===== src/rtl/ps_cfg_pkg.sv =====
package ps_cfg_pkg;

  // Strobes from the control FSM to the datapath, one cycle each.
  typedef struct packed {
    logic addrClr;   // rewind image address
    logic addrInc;   // advance image address
    logic loadByte;  // write memData into the shift engine (8 bits)
    logic loadTick;  // start one bare clock pulse (data held)
    logic abort;     // stop the shift engine, clock forced low
    logic cntClr;    // clear general-purpose counter
    logic cntInc;    // advance general-purpose counter
  } dpCmd_t;

endpackage


===== src/rtl/ps_cfg_datapath.sv =====
module ps_cfg_datapath
  import ps_cfg_pkg::*;
#(
  parameter int IMAGE_BYTES = 29696,
  parameter int AW = 15,
  parameter int CW = 13
) (
  input  logic          clk,
  input  logic          rstN,
  input  dpCmd_t        cmd,
  input  logic [7:0]    memData,
  output logic [AW-1:0] memAddr,
  output logic          cfgClk,
  output logic          cfgData,
  output logic          byteDone,
  output logic          addrLast,
  output logic [CW-1:0] cnt
);

  localparam logic [AW-1:0] ADDR_END = AW'(IMAGE_BYTES);

  logic [AW-1:0] addrQ;
  logic [CW-1:0] cntQ;
  logic [7:0]    shiftQ;
  logic [3:0]    bitsLeft;
  logic          clkQ;
  logic          dataQ;
  logic          doneQ;

  // Address and general counter
  always_ff @(posedge clk or negedge rstN) begin
    if (!rstN) begin
      addrQ <= '0;
      cntQ  <= '0;
    end else begin
      if (cmd.addrClr)      addrQ <= '0;
      else if (cmd.addrInc) addrQ <= addrQ + 1'b1;
      if (cmd.cntClr)       cntQ  <= '0;
      else if (cmd.cntInc)  cntQ  <= cntQ + 1'b1;
    end
  end

  // Write-triggered shift engine: low phase presents data, high phase lets the device sample.
  always_ff @(posedge clk or negedge rstN) begin
    if (!rstN) begin
      shiftQ   <= '0;
      bitsLeft <= '0;
      clkQ     <= 1'b0;
      dataQ    <= 1'b0;
      doneQ    <= 1'b0;
    end else begin
      doneQ <= 1'b0;
      if (cmd.abort) begin
        bitsLeft <= '0;
        clkQ     <= 1'b0;
      end else if (cmd.loadByte) begin
        dataQ    <= memData[0];
        shiftQ   <= {1'b0, memData[7:1]};
        bitsLeft <= 4'd8;
        clkQ     <= 1'b0;
      end else if (cmd.loadTick) begin
        bitsLeft <= 4'd1;
        clkQ     <= 1'b0;
      end else if (bitsLeft != 4'd0) begin
        if (!clkQ) begin
          clkQ <= 1'b1;
        end else begin
          clkQ     <= 1'b0;
          bitsLeft <= bitsLeft - 4'd1;
          if (bitsLeft == 4'd1) begin
            doneQ <= 1'b1;
          end else begin
            dataQ  <= shiftQ[0];
            shiftQ <= {1'b0, shiftQ[7:1]};
          end
        end
      end
    end
  end

  assign memAddr  = addrQ;
  assign cnt      = cntQ;
  assign cfgClk   = clkQ;
  assign cfgData  = dataQ;
  assign byteDone = doneQ;
  assign addrLast = (addrQ == ADDR_END);

endmodule


===== src/rtl/ps_cfg_ctrl.sv =====
module ps_cfg_ctrl
  import ps_cfg_pkg::*;
#(
  parameter int CW = 13,
  parameter int REQ_CYCLES = 50,
  parameter int DONE_WAIT_CLKS = 4096,
  parameter int INIT_CLKS = 40
) (
  input  logic          clk,
  input  logic          rstN,
  input  logic          start,
  input  logic          devStatusN,
  input  logic          devDone,
  input  logic          byteDone,
  input  logic          addrLast,
  input  logic [CW-1:0] cnt,
  output dpCmd_t        cmd,
  output logic          busy,
  output logic          done,
  output logic          error,
  output logic          cfgReqN,
  output logic          memRdEn
);

  localparam logic [CW-1:0] REQ_LAST  = CW'(REQ_CYCLES - 1);
  localparam logic [CW-1:0] WAIT_LAST = CW'(DONE_WAIT_CLKS);
  localparam logic [CW-1:0] INIT_LAST = CW'(INIT_CLKS);

  typedef enum logic [3:0] {
    S_IDLE, S_REQ, S_WSTAT, S_FETCH, S_LOAD, S_SHIFT,
    S_WDCHK, S_WDWAIT, S_INCHK, S_INWAIT
  } state_t;

  state_t st, nxt;
  logic   setDone, setErr, clrFlags;
  logic   doneQ, errQ;
  logic   inStream;

  assign inStream = (st == S_FETCH) || (st == S_LOAD) || (st == S_SHIFT) ||
                    (st == S_WDCHK) || (st == S_WDWAIT);

  always_comb begin
    nxt      = st;
    cmd      = '0;
    setDone  = 1'b0;
    setErr   = 1'b0;
    clrFlags = 1'b0;
    unique case (st)
      S_IDLE: if (start) begin
        clrFlags    = 1'b1;
        cmd.cntClr  = 1'b1;
        cmd.addrClr = 1'b1;
        nxt         = S_REQ;
      end
      S_REQ: begin
        if (cnt == REQ_LAST) nxt = S_WSTAT;
        else                 cmd.cntInc = 1'b1;
      end
      S_WSTAT: if (devStatusN) nxt = S_FETCH;
      S_FETCH: nxt = S_LOAD;
      S_LOAD: begin
        cmd.loadByte = 1'b1;
        cmd.addrInc  = 1'b1;
        nxt          = S_SHIFT;
      end
      S_SHIFT: if (byteDone) begin
        if (addrLast) begin
          cmd.cntClr = 1'b1;
          nxt        = S_WDCHK;
        end else begin
          nxt = S_FETCH;
        end
      end
      S_WDCHK: begin
        if (devDone) begin
          cmd.cntClr = 1'b1;
          nxt        = S_INCHK;
        end else if (cnt == WAIT_LAST) begin
          cmd.abort = 1'b1;
          setErr    = 1'b1;
          nxt       = S_IDLE;
        end else begin
          cmd.loadTick = 1'b1;
          cmd.cntInc   = 1'b1;
          nxt          = S_WDWAIT;
        end
      end
      S_WDWAIT: if (byteDone) nxt = S_WDCHK;
      S_INCHK: begin
        if (cnt == INIT_LAST) begin
          setDone = 1'b1;
          nxt     = S_IDLE;
        end else begin
          cmd.loadTick = 1'b1;
          cmd.cntInc   = 1'b1;
          nxt          = S_INWAIT;
        end
      end
      S_INWAIT: if (byteDone) nxt = S_INCHK;
      default: nxt = S_IDLE;
    endcase
    // A status fault overrides whatever the streaming states wanted to do.
    if (inStream && !devStatusN) begin
      cmd       = '0;
      cmd.abort = 1'b1;
      setErr    = 1'b1;
      setDone   = 1'b0;
      nxt       = S_IDLE;
    end
  end

  always_ff @(posedge clk or negedge rstN) begin
    if (!rstN) begin
      st    <= S_IDLE;
      doneQ <= 1'b0;
      errQ  <= 1'b0;
    end else begin
      st <= nxt;
      if (clrFlags) begin
        doneQ <= 1'b0;
        errQ  <= 1'b0;
      end else begin
        if (setDone) doneQ <= 1'b1;
        if (setErr)  errQ  <= 1'b1;
      end
    end
  end

  assign busy    = (st != S_IDLE);
  assign done    = doneQ;
  assign error   = errQ;
  assign cfgReqN = (st != S_REQ);
  assign memRdEn = (st == S_FETCH) && devStatusN;

endmodule


===== src/rtl/ps_cfg_loader.sv =====
module ps_cfg_loader
  import ps_cfg_pkg::*;
#(
  parameter int IMAGE_BYTES    = 29696,
  parameter int REQ_CYCLES     = 50,
  parameter int DONE_WAIT_CLKS = 4096,
  parameter int INIT_CLKS      = 40,
  localparam int AW_MIN = $clog2(IMAGE_BYTES + 1),
  localparam int AW     = (AW_MIN > 15) ? AW_MIN : 15
) (
  input  logic          clk,
  input  logic          rstN,
  input  logic          start,
  output logic          busy,
  output logic          done,
  output logic          error,
  output logic          memRdEn,
  output logic [AW-1:0] memAddr,
  input  logic [7:0]    memData,
  output logic          cfgReqN,
  input  logic          devStatusN,
  output logic          cfgClk,
  output logic          cfgData,
  input  logic          devDone
);

  localparam int MAX_A = (REQ_CYCLES > DONE_WAIT_CLKS) ? REQ_CYCLES : DONE_WAIT_CLKS;
  localparam int MAX_C = (MAX_A > INIT_CLKS) ? MAX_A : INIT_CLKS;
  localparam int CW    = $clog2(MAX_C + 1);

  dpCmd_t        cmd;
  logic          byteDone;
  logic          addrLast;
  logic [CW-1:0] cnt;

  ps_cfg_ctrl #(
    .CW(CW), .REQ_CYCLES(REQ_CYCLES),
    .DONE_WAIT_CLKS(DONE_WAIT_CLKS), .INIT_CLKS(INIT_CLKS)
  ) u_ctrl (
    .clk(clk), .rstN(rstN), .start(start), .devStatusN(devStatusN),
    .devDone(devDone), .byteDone(byteDone), .addrLast(addrLast), .cnt(cnt),
    .cmd(cmd), .busy(busy), .done(done), .error(error),
    .cfgReqN(cfgReqN), .memRdEn(memRdEn)
  );

  ps_cfg_datapath #(
    .IMAGE_BYTES(IMAGE_BYTES), .AW(AW), .CW(CW)
  ) u_dp (
    .clk(clk), .rstN(rstN), .cmd(cmd), .memData(memData),
    .memAddr(memAddr), .cfgClk(cfgClk), .cfgData(cfgData),
    .byteDone(byteDone), .addrLast(addrLast), .cnt(cnt)
  );

endmodule


===== config.mk =====
export PLATFORM = sky130hd
export DESIGN_NAME = ps_cfg_loader
export DESIGN_NICKNAME = d
export VERILOG_FILES = /design/src/rtl/ps_cfg_pkg.sv /design/src/rtl/ps_cfg_datapath.sv /design/src/rtl/ps_cfg_ctrl.sv /design/src/rtl/ps_cfg_loader.sv
export SDC_FILE = /design/constraint.sdc
export NUM_CORES = 1
export LEC_CHECK = 0
export BUFFER_PORTS_ARGS = -buffer_cell sky130_fd_sc_hd__buf_2
export CAP_MARGIN = 20
export CORE_MARGIN = 1.5
export CORE_UTILIZATION = 45
export DETAILED_ROUTE_END_ITERATION = 12
export GPL_ROUTABILITY_DRIVEN = 1
export PLACE_DENSITY = 0.75
export SYNTH_ARGS = -nofsm -noshare
export SYNTH_HDL_FRONTEND = slang
export SYNTH_SLANG_ARGS = --single-unit

===== constraint.sdc =====
create_clock -name clk -period 3.2 [get_ports clk]
set_clock_uncertainty 0.15 [all_clocks]
set_input_delay 0.32 -clock clk [delete_from_list [all_inputs] [get_ports clk]]
set_output_delay 0.32 -clock clk [all_outputs]
set_load 0.005 [all_outputs]

==> results of run 1 <==
-- power by group through the flow --
stage	Clock [mW]	Combinational (mW)	Sequential, mW
detailed placement	0	0.956	0.914
global placement	0	0.941	0.910
finish	0.392	0.956	0.904
CTS	0.404	0.959	0.902
floorplan	0	0.765	0.840
global route	0.429	1.08	0.930
-- worst max-delay path, cell delays in order, from the launching register on --
cell and delay, ns:
sky130_fd_sc_hd__dfrtp_1 0.44, sky130_fd_sc_hd__or4_4 0.58, sky130_fd_sc_hd__nor3_4 0.23, sky130_fd_sc_hd__a31oi_2 0.13, sky130_fd_sc_hd__nor3_1 0.34, sky130_fd_sc_hd__a31oi_2 0.31
sky130_fd_sc_hd__mux2_2 0.36
-- worst max-delay path by stage --
stage	endpoint	slack [ns]
floorplan	u_dp.cnt[3]$_DFFE_PN0P_	0.63
global placement	u_dp.shiftQ[1]$_DFFE_PN0P_	0.52
detailed placement	u_dp.shiftQ[0]$_DFFE_PN0P_	0.53
CTS	u_dp.shiftQ[0]$_DFFE_PN0P_	0.51
global route	u_dp.memAddr[14]$_DFFE_PN0P_	0.43
finish	u_dp.shiftQ[0]$_DFFE_PN0P_	0.54
-- stage by stage --
step                hold WS, ns  std cells  worst slack [ns]
global route             0.0765        440             0.426
finish                   0.0922        440             0.540
global placement          0.331        430             0.522
CTS                      0.0808        438             0.511
floorplan                -0.126        327             0.629
detailed placement        0.337        430             0.528
-- layout by cell type (no fill, tap or decap), drive strengths merged, types with 2 or more instances in the layout --
cell | synthesis | layout
and3 | 12 | 12
inv | 11 | 11
o32ai | 2 | 2
buf | 4 | 39
mux2i | 3 | 3
or3b | 2 | 2
or4 | 2 | 2
nor4 | 2 | 2
a221oi | 2 | 2
nor3 | 8 | 8
nand4 | 7 | 7
a21o | 2 | 2
nand2 | 56 | 56
or2 | 3 | 3
nor4b | 2 | 2
mux2 | 8 | 8
clkinvlp | 0 | 2
a21oi | 17 | 17
nor2b | 3 | 3
and2 | 3 | 3
dfrtp | 48 | 48
or3 | 8 | 8
nand3 | 10 | 10
nand2b | 5 | 5
xor2 | 10 | 10
o31ai | 2 | 2
a31oi | 6 | 6
nor2 | 35 | 35
clkbuf | 8 | 6
xnor2 | 8 | 8
o21ai | 12 | 12
ha | 8 | 8
o311ai | 2 | 2
-- area by class of cell --
class	count	area, sq um
Tap cell	77	96.3
Multi-Input combinational cell	256	1620
Inverter	11	41.3
Timing Repair Buffer	40	230
Clock inverter	2	15.0
Sequential cell	48	1200
Fill cell	568	3030
Clock buffer	6	82.6
-- state kept, by name (all words and copies together), names as in the netlist, 4 cells and up --
| signal | flops |
|---|---|
| u_dp.cnt | 13 |
| u_dp.shiftQ | 7 |
| u_dp.bitsLeft | 4 |
| u_dp.memAddr | 15 |
| u_ctrl.st | 4 |
-- per-layer routing --
layer  vias up  part of all wire (%)  wire (um)
met4         0                   2.3        143
li1       1223                     -          -
met5         -                     0          0
met1      1194                    45       2870
met3        13                   5.7        362
met2        69                    47       2960
-- what timing repair did --
action	CTS	global route
hold endpoints to repair	0	19
endpoints found under the setup margin	0	0
hold buffers	0	1
-- cell families after synthesis --
logic type / after synthesis / synth area share (%)
simple gates: 162 / 27.7
compound gates: 57 / 14.8
flops: 48 / 41.2
buf+inv: 23 / 3.26
xor+xnor: 18 / 5.41
mux: 11 / 4.12
fa+ha+maj: 8 / 3.44
==> run_summary.xml, run 1 <==
<?xml version="1.0" encoding="UTF-8"?>
<metrics>
  <group name="logic_synthesis">
    <metric name="synth_largest_area_cell" unit="">sky130_fd_sc_hd__dfrtp_1</metric>
    <metric name="synth.distinct_cells" unit="">56</metric>
    <metric name="syn_avg_cell_area" unit="sq um">8.91</metric>
    <metric name="netlist_top_cells_count" unit="">sky130_fd_sc_hd__nand2_1, sky130_fd_sc_hd__dfrtp_1, sky130_fd_sc_hd__nor2_1, sky130_fd_sc_hd__a21oi_1, sky130_fd_sc_hd__and3_1</metric>
    <metric name="synthesis.nets" unit="">348</metric>
    <metric name="mappedNetlistArea" unit="sq um">2910</metric>
    <metric name="synth_enable_flop_cells" unit="">0</metric>
    <metric name="postSynthCellCount" unit="">327</metric>
    <metric name="synth.area.top_cells" unit="">sky130_fd_sc_hd__dfrtp_1, sky130_fd_sc_hd__nand2_1, sky130_fd_sc_hd__nor2_1</metric>
    <metric name="top_flip_flop_cell_by_instance_count_after_synthesis" unit="">sky130_fd_sc_hd__dfrtp_1</metric>
    <metric name="top_cell_type_s_share_of_synthesized_area" unit="%">41.2</metric>
    <metric name="yosysMostFrequentCell" unit="">sky130_fd_sc_hd__nand2_1</metric>
    <metric name="synth.ff_latch_count" unit="">48</metric>
    <metric name="portion_of_the_post_synthesis_area_used_by_sequential_elements" unit="%">41.2</metric>
    <metric name="yosys_warnings" unit="">0</metric>
    <metric name="postSynth.asyncResetShare" unit="%">100</metric>
  </group>
  <group name="grt">
    <metric name="grt_max_degree" unit="">49</metric>
    <metric name="grt_busiest_layer" unit="">met2</metric>
    <metric name="grt_use_total" unit="%">18.8</metric>
    <metric name="groute.layer.met1.usage" unit="%">23.7</metric>
    <metric name="number_of_antenna_violations_at_the_first_check_in_global_routing" unit="">0</metric>
    <metric name="grt_pass1_wl" unit="um">10800</metric>
    <metric name="grt_use_met2" unit="%">32.2</metric>
    <metric name="overflow" unit="">0</metric>
    <metric name="first_global_vias" unit="">2396</metric>
    <metric name="met3_usage" unit="%">3.26</metric>
  </group>
  <group name="critical_path">
    <metric name="timing.critical_path.to_type" unit="">flop</metric>
    <metric name="critPathArrivalTime" unit="ns">2.70</metric>
    <metric name="critical_path.startpoint" unit="">u_dp.cnt[6]$_DFFE_PN0P_</metric>
    <metric name="ff2ff_path_depth" unit="">6</metric>
    <metric name="ff2ff_setup_slack" unit="ns">0.54</metric>
    <metric name="crit_path_max_fanout" unit="">8</metric>
    <metric name="worst_setup_start_kind" unit="">flop</metric>
    <metric name="worst_r2r_endpoint" unit="">u_dp.shiftQ[0]$_DFFE_PN0P_</metric>
    <metric name="cp_data_required_time" unit="ns">3.24</metric>
    <metric name="worst_r2r_src" unit="">u_dp.cnt[6]$_DFFE_PN0P_</metric>
    <metric name="path_class" unit="">reg -&gt; reg</metric>
  </group>
  <group name="floorplanning">
    <metric name="fp.dieH" unit="um">83.5</metric>
    <metric name="initial_core_util" unit="%">46.1</metric>
    <metric name="design.portCount" unit="">35</metric>
    <metric name="floorplan.die_area" unit="sq um">6960</metric>
    <metric name="placementRows" unit="">29</metric>
    <metric name="core_area" unit="sq um">6310</metric>
    <metric name="chipWidth" unit="um">83.5</metric>
  </group>
  <group name="sta">
    <metric name="timing_hold_violations_final" unit="">0</metric>
    <metric name="relSlewSlack" unit="%">57.9</metric>
    <metric name="tns" unit="ns">0</metric>
    <metric name="timing.final.crit_period" unit="ns">2.66</metric>
    <metric name="clock.fmax" unit="MHz">376</metric>
    <metric name="setup_viol" unit="">0</metric>
    <metric name="worstMarginPinSlew" unit="ns">0.631</metric>
    <metric name="final_min_period_over_clock_period" unit="%">83.1</metric>
    <metric name="rsz0062_at_grt" unit="">no</metric>
    <metric name="final-max-slew-violation-count" unit="">0</metric>
  </group>
  <group name="placement">
    <metric name="placement.io_buffers" unit="">34</metric>
    <metric name="detailedPlacementHpwl" unit="um">4560</metric>
    <metric name="dpl_cell_area" unit="sq um">3160</metric>
    <metric name="gp_congestion" unit="">0.870</metric>
  </group>
  <group name="routing">
    <metric name="firstDrtPassIters" unit="">4</metric>
    <metric name="count_of_routing_violations_after_the_opening_detailed_route_iteration" unit="">160</metric>
    <metric name="vias_per_cell" unit="">5.68</metric>
    <metric name="drtAntennaViolNets" unit="">0</metric>
    <metric name="vias" unit="">2499</metric>
    <metric name="drc" unit="">0</metric>
    <metric name="average_routed_wire_per_standard_cell" unit="um">14.4</metric>
    <metric name="route.final.wire_length" unit="um">6340</metric>
  </group>
  <group name="run_status">
    <metric name="status" unit="">finished, final reports clean</metric>
  </group>
  <group name="power_and_ir_drop">
    <metric name="switching_share" unit="%">40.9</metric>
    <metric name="power.internal" unit="mW">1.33</metric>
    <metric name="p_leak" unit="nW">1.55</metric>
    <metric name="cellPowerDensity" unit="nW/um^2">686</metric>
    <metric name="power.clock.fraction" unit="%">17.4</metric>
    <metric name="switching_power" unit="mW">0.921</metric>
    <metric name="seq_power_share" unit="%">40.1</metric>
    <metric name="design_power_total" unit="mW">2.25</metric>
    <metric name="max-vdd-ir-drop" unit="uV">336</metric>
    <metric name="combinational_group_share_of_total_power" unit="%">42.4</metric>
  </group>
  <group name="layout">
    <metric name="post-route-util" unit="%">52.0</metric>
    <metric name="design_area" unit="sq um">3280</metric>
    <metric name="num-nets-final" unit="">383</metric>
    <metric name="layout-area-overhead-vs-synth" unit="%">12.7</metric>
    <metric name="drive_above_1_share" unit="%">19.8</metric>
    <metric name="antenna_cells" unit="">0</metric>
  </group>
  <group name="clock_network">
    <metric name="cts_resized" unit="">0</metric>
    <metric name="clk_latency" unit="ns">0.31</metric>
    <metric name="cts_tree" unit="">built</metric>
    <metric name="cts.reportedPaths.clkPinSlew" unit="ns">0.09</metric>
    <metric name="num_cts_buffers" unit="">5</metric>
    <metric name="clk_root_buffer_cell" unit="">sky130_fd_sc_hd__clkbuf_8</metric>
    <metric name="cts_sinks" unit="">48</metric>
    <metric name="htreeDepth" unit="">2</metric>
    <metric name="cts_post_setup_buffers_inserted" unit="">0</metric>
    <metric name="ctsLongestPathBuffers" unit="">2</metric>
  </group>
  <group name="hold_path">
    <metric name="class_of_the_worst_hold_path" unit="">in -&gt; reg</metric>
    <metric name="min_delay_src" unit="">memData[7]</metric>
    <metric name="hold_path_end" unit="">u_dp.shiftQ[6]$_DFFE_PN0P_</metric>
    <metric name="hold_path_depth" unit="">2</metric>
  </group>
  <group name="job">
    <metric name="max_cap_viol_count" unit="">0</metric>
  </group>
</metrics>
(Power assumes the default switching activity.)
==> run 2, diff against run 1 <==
--- a/config.mk
+++ b/config.mk
@@ -11,7 +11,7 @@
 export CORE_UTILIZATION = 45
 export DETAILED_ROUTE_END_ITERATION = 12
 export GPL_ROUTABILITY_DRIVEN = 1
-export PLACE_DENSITY = 0.75
+export PLACE_DENSITY = 0.78
 export SYNTH_ARGS = -nofsm -noshare
 export SYNTH_HDL_FRONTEND = slang
 export SYNTH_SLANG_ARGS = --single-unit
==> constraint.sdc (replaced) <==
create_clock -name clk -period 2.3 [get_ports clk]
set_clock_uncertainty 0.15 [all_clocks]
set_input_delay 0.23 -clock clk [delete_from_list [all_inputs] [get_ports clk]]
set_output_delay 0.23 -clock clk [all_outputs]
set_load 0.005 [all_outputs]
==> run 2 against run 1 <==
Against the previous run:
- the flow now finishes with violations (negative setup slack)
- sequential share of layout area shrank 4.3 points
- sequential power grew 35%
- critical path depth is the same
- highest routed layer unchanged
==> run_summary.xml, run 2 (synthesis gave the netlist of run 1 again) <==
<?xml version="1.0" encoding="UTF-8"?>
<metrics>
  <group name="critical_path">
    <metric name="worst_setup_start_kind" unit="">flop</metric>
    <metric name="crit_top_cell" unit="">sky130_fd_sc_hd__or4_4</metric>
    <metric name="crit_path_max_fanout" unit="">6</metric>
    <metric name="timing.critical_path.to_type" unit="">flop</metric>
    <metric name="worst-path-buf-inv" unit="">0</metric>
    <metric name="worst_r2r_src" unit="">u_dp.cnt[6]$_DFFE_PN0P_</metric>
    <metric name="path_class" unit="">reg -&gt; reg</metric>
    <metric name="cp_data_required_time" unit="ns">2.37</metric>
    <metric name="crit_slowest_cell" unit="">sky130_fd_sc_hd__or4_4</metric>
    <metric name="critPathArrivalTime" unit="ns">2.53</metric>
    <metric name="worst_r2r_endpoint" unit="">u_dp.cnt[2]$_DFFE_PN0P_</metric>
    <metric name="worstPathCellList" unit="">or4_4 &gt; or4_4 &gt; and2_4 &gt; o31a_1 &gt; nand2_1 &gt; mux2i_1</metric>
    <metric name="ff2ff_setup_slack" unit="ns">-0.16</metric>
    <metric name="critical-path-max-stage-delay" unit="ns">0.56</metric>
    <metric name="crit_family" unit="">simple AND/OR/NAND/NOR gates</metric>
    <metric name="ff2ff_path_depth" unit="">6</metric>
  </group>
  <group name="power_and_ir_drop">
    <metric name="seq_power_share" unit="%">32.8</metric>
    <metric name="cellPowerDensity" unit="nW/um^2">997</metric>
    <metric name="power.internal" unit="mW">2.25</metric>
    <metric name="power.clock.fraction" unit="%">17.6</metric>
    <metric name="design_power_total" unit="mW">3.72</metric>
    <metric name="combinational_group_share_of_total_power" unit="%">49.7</metric>
    <metric name="switching_share" unit="%">39.6</metric>
    <metric name="switching_power" unit="mW">1.47</metric>
    <metric name="p_leak" unit="nW">1.81</metric>
    <metric name="max-vdd-ir-drop" unit="uV">535</metric>
  </group>
  <group name="routing">
    <metric name="vias" unit="">2793</metric>
    <metric name="average_routed_wire_per_standard_cell" unit="um">15.9</metric>
    <metric name="drtAntennaViolNets" unit="">0</metric>
    <metric name="count_of_routing_violations_after_the_opening_detailed_route_iteration" unit="">348</metric>
    <metric name="vias_per_cell" unit="">5.82</metric>
    <metric name="firstDrtPassIters" unit="">4</metric>
    <metric name="route.final.wire_length" unit="um">7620</metric>
    <metric name="drc" unit="">0</metric>
  </group>
  <group name="sta">
    <metric name="setup_viol" unit="">21</metric>
    <metric name="final_min_period_over_clock_period" unit="%">107</metric>
    <metric name="post-route-worst-setup-slack" unit="ns">-0.163</metric>
    <metric name="timing.final.crit_period" unit="ns">2.46</metric>
    <metric name="finalHoldWorstSlack" unit="ns">0.0145</metric>
    <metric name="worstMarginPinSlew" unit="ns">0.590</metric>
    <metric name="relSlewSlack" unit="%">60.7</metric>
    <metric name="final-max-slew-violation-count" unit="">0</metric>
    <metric name="rsz0062_at_grt" unit="">yes</metric>
    <metric name="timing_hold_violations_final" unit="">0</metric>
    <metric name="clock.fmax" unit="MHz">406</metric>
  </group>
  <group name="hold_path">
    <metric name="hold_path_depth" unit="">2</metric>
    <metric name="class_of_the_worst_hold_path" unit="">in -&gt; reg</metric>
    <metric name="hold_path_end" unit="">u_dp.shiftQ[6]$_DFFE_PN0P_</metric>
    <metric name="min_delay_src" unit="">memData[7]</metric>
  </group>
  <group name="floorplanning">
    <metric name="placementRows" unit="">29</metric>
    <metric name="design.portCount" unit="">35</metric>
    <metric name="floorplan.die_area" unit="sq um">6960</metric>
    <metric name="core_area" unit="sq um">6310</metric>
    <metric name="chipWidth" unit="um">83.5</metric>
    <metric name="fp.dieH" unit="um">83.5</metric>
    <metric name="initial_core_util" unit="%">46.1</metric>
  </group>
  <group name="grt">
    <metric name="grt_use_total" unit="%">21.5</metric>
    <metric name="number_of_antenna_violations_at_the_first_check_in_global_routing" unit="">0</metric>
    <metric name="grt_max_degree" unit="">26</metric>
    <metric name="grt_pass1_wl" unit="um">12300</metric>
    <metric name="first_global_vias" unit="">2693</metric>
    <metric name="grt_busiest_layer" unit="">met2</metric>
    <metric name="overflow" unit="">0</metric>
    <metric name="met3_usage" unit="%">2.47</metric>
    <metric name="groute.layer.met1.usage" unit="%">26.8</metric>
    <metric name="grt_use_met2" unit="%">37.5</metric>
  </group>
  <group name="placement">
    <metric name="detailedPlacementHpwl" unit="um">5190</metric>
    <metric name="gp_congestion" unit="">0.861</metric>
    <metric name="placement.io_buffers" unit="">34</metric>
  </group>
  <group name="layout">
    <metric name="layout.cells.most_common_list" unit="">sky130_fd_sc_hd__nand2_1, sky130_fd_sc_hd__dfrtp_1, sky130_fd_sc_hd__buf_4</metric>
    <metric name="antenna_cells" unit="">0</metric>
    <metric name="num-nets-final" unit="">423</metric>
    <metric name="drive_above_1_share" unit="%">31.3</metric>
    <metric name="post-route-util" unit="%">59.1</metric>
    <metric name="layout_commonest_cell" unit="">sky130_fd_sc_hd__nand2_1</metric>
    <metric name="max_ffs_per_register" unit="">15</metric>
    <metric name="layout-area-overhead-vs-synth" unit="%">28.0</metric>
  </group>
  <group name="clock_network">
    <metric name="ctsLongestPathBuffers" unit="">2</metric>
    <metric name="cts_sinks" unit="">48</metric>
    <metric name="cts.reportedPaths.clkPinSlew" unit="ns">0.09</metric>
    <metric name="clk_latency" unit="ns">0.30</metric>
    <metric name="num_cts_buffers" unit="">5</metric>
    <metric name="clk_root_buffer_cell" unit="">sky130_fd_sc_hd__clkbuf_8</metric>
    <metric name="htreeDepth" unit="">2</metric>
    <metric name="cts_tree" unit="">built</metric>
  </group>
  <group name="job">
    <metric name="max_cap_viol_count" unit="">0</metric>
  </group>
  <group name="run_status">
    <metric name="status" unit="">finished with violations</metric>
    <metric name="violations_in_the_final_reports" unit="">negative setup slack</metric>
  </group>
</metrics>
-- run 2: cell types whose count changed in the layout (fill, tap and decap cells not counted), moves of 3 or more --
| cell | before | now |
|---|---|---|
| sky130_fd_sc_hd__buf_4 | 4 | 42 |
| sky130_fd_sc_hd__o21ai_0 | 11 | 5 |
| sky130_fd_sc_hd__o21ai_1 | 1 | 6 |
| sky130_fd_sc_hd__buf_6 | 0 | 3 |
| sky130_fd_sc_hd__nor3_1 | 7 | 4 |
-- run 2: worst max path at each step --
stage	from	end	slack (ns)	depth (start not counted)
6_report	u_dp.cnt[6]$_DFFE_PN0P_	u_dp.cnt[2]$_DFFE_PN0P_	-0.16	6
2_1_floorplan	u_dp.cnt[3]$_DFFE_PN0P_	u_dp.cnt[4]$_DFFE_PN0P_	-0.18	8
3_5_place_dp	u_dp.cnt[11]$_DFFE_PN0P_	u_dp.cnt[3]$_DFFE_PN0P_	-0.12	6
4_1_cts	u_dp.cnt[11]$_DFFE_PN0P_	u_dp.cnt[2]$_DFFE_PN0P_	-0.16	6
5_1_grt	u_dp.cnt[6]$_DFFE_PN0P_	u_dp.cnt[2]$_DFFE_PN0P_	-0.22	6
3_3_place_gp	u_dp.cnt[11]$_DFFE_PN0P_	u_dp.cnt[2]$_DFFE_PN0P_	-0.1	6
-- run 2: power groups by stage --
stage	Clock, mW	Combinational [mW]	Sequential, mW
3_5_place_dp	0	1.65	1.22
3_3_place_gp	0	1.59	1.20
4_1_cts	0.655	1.73	1.21
6_report	0.653	1.85	1.22
2_1_floorplan	0	1.10	1.17
5_1_grt	0.695	2.02	1.24
-- run 2: final cells by class --
class	instances	area, sq um
Clock buffer	6	82.6
Clock inverter	2	38.8
Fill cell	538	2580
Inverter	11	41.3
Multi-Input combinational cell	256	1740
Sequential cell	48	1200
Tap cell	77	96.3
Timing Repair Buffer	80	529
-- run 2: worst reg2reg max path, cell delays in order, from the launching register on --
cell and delay (ns):
sky130_fd_sc_hd__dfrtp_1 0.38, sky130_fd_sc_hd__or4_4 0.56, sky130_fd_sc_hd__or4_4 0.44, sky130_fd_sc_hd__and2_4 0.19, sky130_fd_sc_hd__o31a_1 0.38, sky130_fd_sc_hd__nand2_1 0.11, sky130_fd_sc_hd__mux2i_1 0.18
-- run 2: metal layers --
layer  share of wire (%)  up-vias
met3                 4.4       27
met5                   0        -
met2                  50      103
li1                    -     1304
met4                 3.3        0
met1                  42     1359
-- run 2: timing repair --
| action | in CTS | in global routing |
|---|---|---|
| hold buffers | 1 | 0 |
| setup buffers | 1 | 4 |
| endpoints found under the hold margin | 23 | 0 |
| endpoints found under the setup margin | 26 | 30 |
| pin swaps | 8 | 10 |
| resized for setup | 13 | 14 |
-- run 2: stage by stage --
| stage | setup WS [ns] | TNS [ns] | instances | cell area (sq um) |
|---|---|---|---|---|
| after floorplan | -0.182 | -2.83 | 327 | 2940 |
| after global placement | -0.100 | -0.894 | 466 | 3450 |
| after detailed placement | -0.125 | -1.33 | 466 | 3450 |
| after CTS | -0.163 | -1.68 | 476 | 3640 |
| after global routing | -0.219 | -3.47 | 480 | 3730 |
| final | -0.163 | -1.85 | 480 | 3730 |
